==> src/rtl/ddc_edid_pkg.sv <==
package ddc_edid_pkg;
  localparam int unsigned BYTE_W = 8;
  localparam int unsigned CNT_W  = $clog2(BYTE_W + 2);

  typedef enum logic [2:0] {
    ST_IDLE,
    ST_RX,
    ST_ACK,
    ST_TX,
    ST_HACK,
    ST_WAIT
  } ddc_state_e;

  typedef enum logic [1:0] {
    PH_ADDR,
    PH_OFS,
    PH_DATA
  } ddc_phase_e;
endpackage

==> src/rtl/ddc_line_sync.sv <==
module ddc_line_sync #(
  parameter int unsigned STAGES = 2
) (
  input  logic clk_i,
  input  logic rst_ni,
  input  logic scl_i,
  input  logic sda_i,
  output logic scl_o,
  output logic sda_o,
  output logic scl_rise_o,
  output logic scl_fall_o,
  output logic start_o,
  output logic stop_o
);
  logic [STAGES-1:0] scl_pipe, sda_pipe;
  logic scl_q, sda_q;

  always_ff @(posedge clk_i or negedge rst_ni) begin
    if (!rst_ni) begin
      scl_pipe <= '1;
      sda_pipe <= '1;
      scl_q    <= 1'b1;
      sda_q    <= 1'b1;
    end else begin
      scl_pipe <= {scl_pipe[STAGES-2:0], scl_i};
      sda_pipe <= {sda_pipe[STAGES-2:0], sda_i};
      scl_q    <= scl_pipe[STAGES-1];
      sda_q    <= sda_pipe[STAGES-1];
    end
  end

  assign scl_o      = scl_pipe[STAGES-1];
  assign sda_o      = sda_pipe[STAGES-1];
  assign scl_rise_o = scl_o & ~scl_q;
  assign scl_fall_o = ~scl_o & scl_q;
  // bus conditions only count while SCL is stable high
  assign start_o    = scl_o & scl_q & sda_q & ~sda_o;
  assign stop_o     = scl_o & scl_q & ~sda_q & sda_o;
endmodule

==> src/rtl/ddc_shifter.sv <==
module ddc_shifter #(
  parameter int unsigned W     = 8,
  parameter int unsigned CNT_W = 4
) (
  input  logic             clk_i,
  input  logic             rst_ni,
  input  logic             clr_i,
  input  logic             sample_i,
  input  logic             sda_i,
  input  logic             load_i,
  input  logic [W-1:0]     load_data_i,
  input  logic             shift_i,
  output logic [W-1:0]     rx_o,
  output logic             tx_bit_o,
  output logic [CNT_W-1:0] cnt_o
);
  logic [W-1:0] rx_q, tx_q;
  logic [CNT_W-1:0] cnt_q;

  always_ff @(posedge clk_i or negedge rst_ni) begin
    if (!rst_ni) begin
      rx_q  <= '0;
      tx_q  <= '1;
      cnt_q <= '0;
    end else begin
      if (clr_i)         cnt_q <= '0;
      else if (sample_i) cnt_q <= cnt_q + CNT_W'(1);
      if (sample_i) rx_q <= {rx_q[W-2:0], sda_i};
      if (load_i)       tx_q <= load_data_i;
      else if (shift_i) tx_q <= {tx_q[W-2:0], 1'b1};
    end
  end

  assign rx_o     = rx_q;
  assign tx_bit_o = tx_q[W-1];
  assign cnt_o    = cnt_q;
endmodule

==> src/rtl/ddc_ctrl.sv <==
module ddc_ctrl
  import ddc_edid_pkg::*;
#(
  parameter int unsigned ADDR_W   = 8,
  parameter logic [6:0]  EDID_DEV = 7'h50,
  parameter logic [6:0]  HDCP_DEV = 7'h3A
) (
  input  logic              clk_i,
  input  logic              rst_ni,
  input  logic              start_i,
  input  logic              stop_i,
  input  logic              fall_i,
  input  logic [BYTE_W-1:0] rx_i,
  input  logic              tx_bit_i,
  input  logic [CNT_W-1:0]  cnt_i,
  output logic              clr_o,
  output logic              load_o,
  output logic              shift_o,
  output logic [BYTE_W-1:0] load_data_o,
  output logic              pull_o,
  output logic              rd_en_o,
  output logic              rd_win_o,
  output logic [ADDR_W-1:0] rd_addr_o,
  input  logic [BYTE_W-1:0] rd_data_i
);
  localparam logic [CNT_W-1:0] LAST_BIT = CNT_W'(BYTE_W);

  ddc_state_e st_q, st_d;
  ddc_phase_e ph_q, ph_d;
  logic win_q, win_d, rw_q, rw_d;
  logic [ADDR_W-1:0] ofs_q [2];
  logic ofs_we;
  logic [ADDR_W-1:0] ofs_wdata, ofs_cur;
  logic fetch;
  logic [ADDR_W-1:0] fetch_addr;
  logic fetch_win;
  logic rd_en_q, rd_win_q, rd_pend_q;
  logic [ADDR_W-1:0] rd_addr_q;
  logic [BYTE_W-1:0] pre_q;
  logic hit_edid, hit_hdcp, byte_done;

  assign hit_edid  = rx_i[7:1] == EDID_DEV;
  assign hit_hdcp  = rx_i[7:1] == HDCP_DEV;
  assign byte_done = cnt_i == LAST_BIT;
  assign ofs_cur   = ofs_q[win_q];

  always_comb begin
    st_d       = st_q;
    ph_d       = ph_q;
    win_d      = win_q;
    rw_d       = rw_q;
    clr_o      = 1'b0;
    load_o     = 1'b0;
    shift_o    = 1'b0;
    ofs_we     = 1'b0;
    ofs_wdata  = ofs_cur;
    fetch      = 1'b0;
    fetch_addr = ofs_cur;
    fetch_win  = win_q;
    if (start_i) begin
      st_d  = ST_RX;
      ph_d  = PH_ADDR;
      clr_o = 1'b1;
    end else if (stop_i) begin
      st_d = ST_IDLE;
    end else if (fall_i) begin
      unique case (st_q)
        ST_RX: if (byte_done) begin
          clr_o = 1'b1;
          unique case (ph_q)
            PH_ADDR: if (hit_edid || hit_hdcp) begin
              st_d  = ST_ACK;
              ph_d  = PH_OFS;
              win_d = hit_hdcp;
              rw_d  = rx_i[0];
              if (rx_i[0]) begin
                fetch      = 1'b1;
                fetch_win  = hit_hdcp;
                fetch_addr = ofs_q[hit_hdcp];
              end
            end else begin
              st_d = ST_WAIT;
            end
            PH_OFS: begin
              st_d      = ST_ACK;
              ph_d      = PH_DATA;
              ofs_we    = 1'b1;
              ofs_wdata = rx_i[ADDR_W-1:0];
            end
            default: st_d = ST_WAIT;
          endcase
        end
        ST_ACK: begin
          clr_o = 1'b1;
          if (rw_q) begin
            st_d   = ST_TX;
            load_o = 1'b1;
          end else begin
            st_d = ST_RX;
          end
        end
        ST_TX: if (byte_done) begin
          st_d       = ST_HACK;
          clr_o      = 1'b1;
          ofs_we     = 1'b1;
          ofs_wdata  = ofs_cur + ADDR_W'(1);
          fetch      = 1'b1;
          fetch_addr = ofs_cur + ADDR_W'(1);
        end else begin
          shift_o = 1'b1;
        end
        ST_HACK: begin
          clr_o = 1'b1;
          if (!rx_i[0]) begin
            st_d   = ST_TX;
            load_o = 1'b1;
          end else begin
            st_d = ST_WAIT;
          end
        end
        default: ;
      endcase
    end
  end

  always_ff @(posedge clk_i or negedge rst_ni) begin
    if (!rst_ni) begin
      st_q      <= ST_IDLE;
      ph_q      <= PH_ADDR;
      win_q     <= 1'b0;
      rw_q      <= 1'b0;
      ofs_q[0]  <= '0;
      ofs_q[1]  <= '0;
      rd_en_q   <= 1'b0;
      rd_win_q  <= 1'b0;
      rd_addr_q <= '0;
      rd_pend_q <= 1'b0;
      pre_q     <= '0;
    end else begin
      st_q      <= st_d;
      ph_q      <= ph_d;
      win_q     <= win_d;
      rw_q      <= rw_d;
      if (ofs_we) ofs_q[win_q] <= ofs_wdata;
      rd_en_q   <= fetch;
      if (fetch) begin
        rd_win_q  <= fetch_win;
        rd_addr_q <= fetch_addr;
      end
      rd_pend_q <= rd_en_q;
      if (rd_pend_q) pre_q <= rd_data_i;
    end
  end

  assign load_data_o = pre_q;
  assign pull_o      = (st_q == ST_ACK) || ((st_q == ST_TX) && !tx_bit_i);
  assign rd_en_o     = rd_en_q;
  assign rd_win_o    = rd_win_q;
  assign rd_addr_o   = rd_addr_q;
endmodule

==> src/rtl/ddc_edid_target.sv <==
module ddc_edid_target
  import ddc_edid_pkg::*;
#(
  parameter int unsigned ADDR_W      = 8,
  parameter int unsigned SYNC_STAGES = 2,
  parameter logic [6:0]  EDID_DEV    = 7'h50,
  parameter logic [6:0]  HDCP_DEV    = 7'h3A
) (
  input  logic              clk_i,
  input  logic              rst_ni,
  input  logic              scl_i,
  input  logic              sda_i,
  output logic              sda_pull_o,
  output logic              rd_en_o,
  output logic              rd_win_o,
  output logic [ADDR_W-1:0] rd_addr_o,
  input  logic [7:0]        rd_data_i
);
  logic scl_s, sda_s, scl_rise, scl_fall, start, stop;
  logic clr, load, shift, tx_bit;
  logic [BYTE_W-1:0] rx_byte, load_data;
  logic [CNT_W-1:0] bit_cnt;

  ddc_line_sync #(.STAGES(SYNC_STAGES)) u_sync (
    .clk_i, .rst_ni, .scl_i, .sda_i,
    .scl_o(scl_s), .sda_o(sda_s),
    .scl_rise_o(scl_rise), .scl_fall_o(scl_fall),
    .start_o(start), .stop_o(stop)
  );

  ddc_shifter #(.W(BYTE_W), .CNT_W(CNT_W)) u_shift (
    .clk_i, .rst_ni,
    .clr_i(clr), .sample_i(scl_rise), .sda_i(sda_s),
    .load_i(load), .load_data_i(load_data), .shift_i(shift),
    .rx_o(rx_byte), .tx_bit_o(tx_bit), .cnt_o(bit_cnt)
  );

  ddc_ctrl #(.ADDR_W(ADDR_W), .EDID_DEV(EDID_DEV), .HDCP_DEV(HDCP_DEV)) u_ctrl (
    .clk_i, .rst_ni,
    .start_i(start), .stop_i(stop), .fall_i(scl_fall),
    .rx_i(rx_byte), .tx_bit_i(tx_bit), .cnt_i(bit_cnt),
    .clr_o(clr), .load_o(load), .shift_o(shift), .load_data_o(load_data),
    .pull_o(sda_pull_o),
    .rd_en_o, .rd_win_o, .rd_addr_o, .rd_data_i
  );
endmodule

==> config.mk <==
export PLATFORM = sky130hd
export DESIGN_NAME = ddc_edid_target
export DESIGN_NICKNAME = d
export VERILOG_FILES = /design/src/rtl/ddc_edid_pkg.sv /design/src/rtl/ddc_line_sync.sv /design/src/rtl/ddc_shifter.sv /design/src/rtl/ddc_ctrl.sv /design/src/rtl/ddc_edid_target.sv
export SDC_FILE = /design/constraint.sdc
export NUM_CORES = 1
export LEC_CHECK = 0
export BUFFER_PORTS_ARGS = -buffer_cell sky130_fd_sc_hd__buf_2
export CAP_MARGIN = 20
export CORE_MARGIN = 10
export CORE_UTILIZATION = 60
export CTS_CLUSTER_SIZE = 24
export DETAILED_ROUTE_END_ITERATION = 8
export PLACE_DENSITY = 0.88
export SLEW_MARGIN = 20
export SYNTH_ARGS = -nofsm -noshare
export SYNTH_HDL_FRONTEND = slang
export SYNTH_SLANG_ARGS = --single-unit
export TNS_END_PERCENT = 20
==> constraint.sdc <==
create_clock -name clk_i -period 5.3 [get_ports clk_i]
set_input_delay 0.53 -clock clk_i [delete_from_list [all_inputs] [get_ports clk_i]]
set_output_delay 0.53 -clock clk_i [all_outputs]
set_load 0.01 [all_outputs]
==> results.toml <==
[outcome]
outcome = "finished clean"

[sta]
timing.final.hold_violations = 0
fin_worst_skew_ns = 0.0100
slew_viol_final = 0
max_freq_ghz = 0.355
fin_crit_ns = 2.82
worst_slack_ns = 2.48
worst_hold_slack_ns = 0.273
min_period_over_period_pct = 53.2
worst_slew_pin_slew_ns = 1.05
tns_ns = 0
grt_setup_unrepaired = "no"
setup_viol = 0
maxSlewHeadroom_pct = 29.5

[synth]
ys_types = 67
avgSynthCellArea_um2 = 9.53
synthFlopType = "dfrtp_1"
synth_area_um2 = 3800
yosys_warnings = 0
yosys.area.top_type = "dfrtp_1"
yosysSeqAreaShare_pct = 45.2
yosysTopAreaCellShare_pct = 35.5
synth.net_count = 414
postSynthCellCount = 399
synthArstFlopShare_pct = 100
synth-seq-cells = 68
synth-edff-count = 0
synth.area.top_cells = "dfrtp_1 36%, dfstp_2 9.7%, nand2_1 5.7%"

[clock_tree]
clockRootBuffer = "clkbuf_8"
insertion_delay_ns = 0.36
ctsHoldBuffers = 0
cts_setup_buffers = 0
path_clk_slew_ns = 0.08
cts_inserted_buffers = 9
htree_levels = 3
clockBufferDepth = 2
cts_tree = "done"
cts_resized = 0
cts.sinks = 68

[hold_path]
hold_end = "u_sync.scl_pipe[0]$_DFF_PN1_"
whs_path_depth = 1
hold_path_class = "in2reg"
holdCritStartpoint = "scl_i"

[die]
die_area_um2 = 9920
rows = 28
initial_core_util_pct = 63.1
ioPinCount = 23
die_x_um = 99.6
fp.coreArea_um2 = 6030
die_h_um = 99.6

[finish]
register_area_um2 = 1720
nFillCells = 454
nNetsFinal = 426
diodes = 0
post_route_cells_drive_above_1_share_pct = 20.7
multi_input_area_um2 = 1910
area_growth_pct = 7.93

[routing]
drc_errors = 0
drtIter0Drc = 365
drt-wirelength-per-cell_um = 18.0
vias_per_cell = 6.35
drtAntennaViolNets = 0
via_count = 3119
wl_um = 8860
dr.pass1.iters = 5

[critical_path]
critical_path.startpoint_type = "register"
arrival_ns = 3.01
crit_type = "reg2reg"
cp-end-kind = "register"
crit_path_max_fanout = 20
reg2reg_slack_ns = 2.48
worstRegToRegCells = 7
crit_required_ns = 5.49
reg2reg_from = "u_ctrl.win_q$_DFFE_PN0P_"
r2r_end = "u_ctrl.ofs_q[12]$_DFFE_PN0P_"

[place]
port_buffers = 22
place_congestion = 0.911
pre_cts_ws_ns = 2.52
hpwl_um = 6140

[global_route]
grt_pass1_wl_um = 15000
grt_overflow = 0
grt_max_degree = 69
grt_antenna_before_repair = 0
first_global_vias = 3029
track_usage_pct = 18.3

[flow_run]
maxCapViolCount = 0

[power]
peakVddDrop_uv = 293
p_leak_nw = 1.77
power.density_nw_per_um2 = 349
[how the worst max path moves through the flow]
stage	start	to	slack (ns)
2_1_floorplan	u_ctrl.win_q$_DFFE_PN0P_	u_ctrl.rd_addr_o[4]$_DFFE_PN0P_	3.04
3_3_place_gp	u_ctrl.win_q$_DFFE_PN0P_	u_ctrl.ofs_q[12]$_DFFE_PN0P_	2.60
3_5_place_dp	u_ctrl.win_q$_DFFE_PN0P_	u_ctrl.ofs_q[4]$_DFFE_PN0P_	2.52
4_1_cts	u_ctrl.win_q$_DFFE_PN0P_	u_ctrl.ofs_q[4]$_DFFE_PN0P_	2.49
5_1_grt	u_shift.cnt_o[0]$_DFFE_PN0P_	u_ctrl.ofs_q[8]$_DFFE_PN0P_	2.31
6_report	u_ctrl.win_q$_DFFE_PN0P_	u_ctrl.ofs_q[12]$_DFFE_PN0P_	2.48
[final cells by class]
cell class,instances,share of cell area (%)
Clock buffer,9,3.02
Sequential cell,68,41.9
Inverter,10,0.914
Tap cell,75,2.29
Multi-Input combinational cell,298,46.4
Clock inverter,7,2.41
Timing Repair Buffer,24,3.05
[metrics by stage]
stage,power (mW),util [%],std cells,area (µm²)
after CTS,1.43,68.0,491,4100
after global placement,0.935,64.3,475,3880
after detailed placement,0.947,64.3,475,3880
final,1.43,68.1,491,4110
after floorplan,0.867,-,399,3800
after global routing,1.50,68.1,491,4110
[cell families (layout without fill, tap and decap cells)]
group	Yosys count	count (layout)	synth area share, %
muxes	31	31	8.68
buffers and inverters	33	50	4.84
adders and majority gates	3	3	0.987
xor gates and xnor gates	4	4	0.921
and+or+nand+nor	161	161	22.6
AOI/OAI and AO/OA	99	99	16.8
DFF	68	68	45.2
[cell usage after synthesis, drive strengths merged (4+ instances only)]
cell type	n
nand2b	5
inv	10
dfstp	14
nor2b	8
nand3b	6
mux2	16
dfrtp	54
a21oi	22
and3	4
mux2i	15
nand4	8
nand2	58
buf	12
nor3	8
nor2	33
o211ai	4
clkbuf	11
o21ai	27
nand3	6
a31oi	13
[sequential cells by signal, indices dropped and copies added (netlist names), 2 cells and up]
| signal | count |
|---|---|
| u_ctrl.load_data_o | 8 |
| u_ctrl.ofs_q | 16 |
| u_ctrl.ph_q | 2 |
| u_ctrl.rd_addr_o | 8 |
| u_ctrl.st_q | 3 |
| u_shift.cnt_o | 4 |
| u_shift.rx_o | 8 |
| u_shift.tx_q | 8 |
| u_sync.scl_pipe | 2 |
| u_sync.sda_pipe | 2 |
[power by group]
group | leakage, nW | total, mW | switching [mW] | internal [mW]
sequential | 0.886 | 0.656 | 0.0832 | 0.572
clock | 0.110 | 0.481 | 0.213 | 0.268
combinational | 0.776 | 0.296 | 0.182 | 0.114
[metal layers]
layer	share of wire (%)	vias to the layer above	global-route usage (%)
met5	0	-	0
met4	2.5	0	7.39
met3	6.3	27	4.78
met2	48	122	28.7
met1	43	1505	23.5
li1	-	1465	-
[worst max-delay path: stages, from the launching register on]
cell,delay (ns)
dfrtp_1,0.81
mux2_2,0.33
ha_1,0.16
nand4b_1,0.25
or4_1,0.65
nand3_1,0.13
a21boi_0,0.22
a21oi_1,0.10
[layout by cell type, fill, tap and decap left out, types with 3 or more instances in the layout]
cell,instances
and2_1,3
dfrtp_1,54
a21oi_1,22
nand2b_1,5
nand3b_1,6
buf_2,22
o21ai_0,24
nor3_1,7
nor2_1,33
nand4_1,8
nand3_1,6
a31oi_1,13
o211ai_1,4
o22ai_1,3
o21ai_1,3
nor2b_1,8
nand2_1,58
dfstp_2,14
mux2_2,16
and3_1,3
clkbuf_8,9
ha_1,3
inv_1,10
a31o_2,3
a22oi_1,3
mux2i_1,15
(Power assumes the default switching activity.)
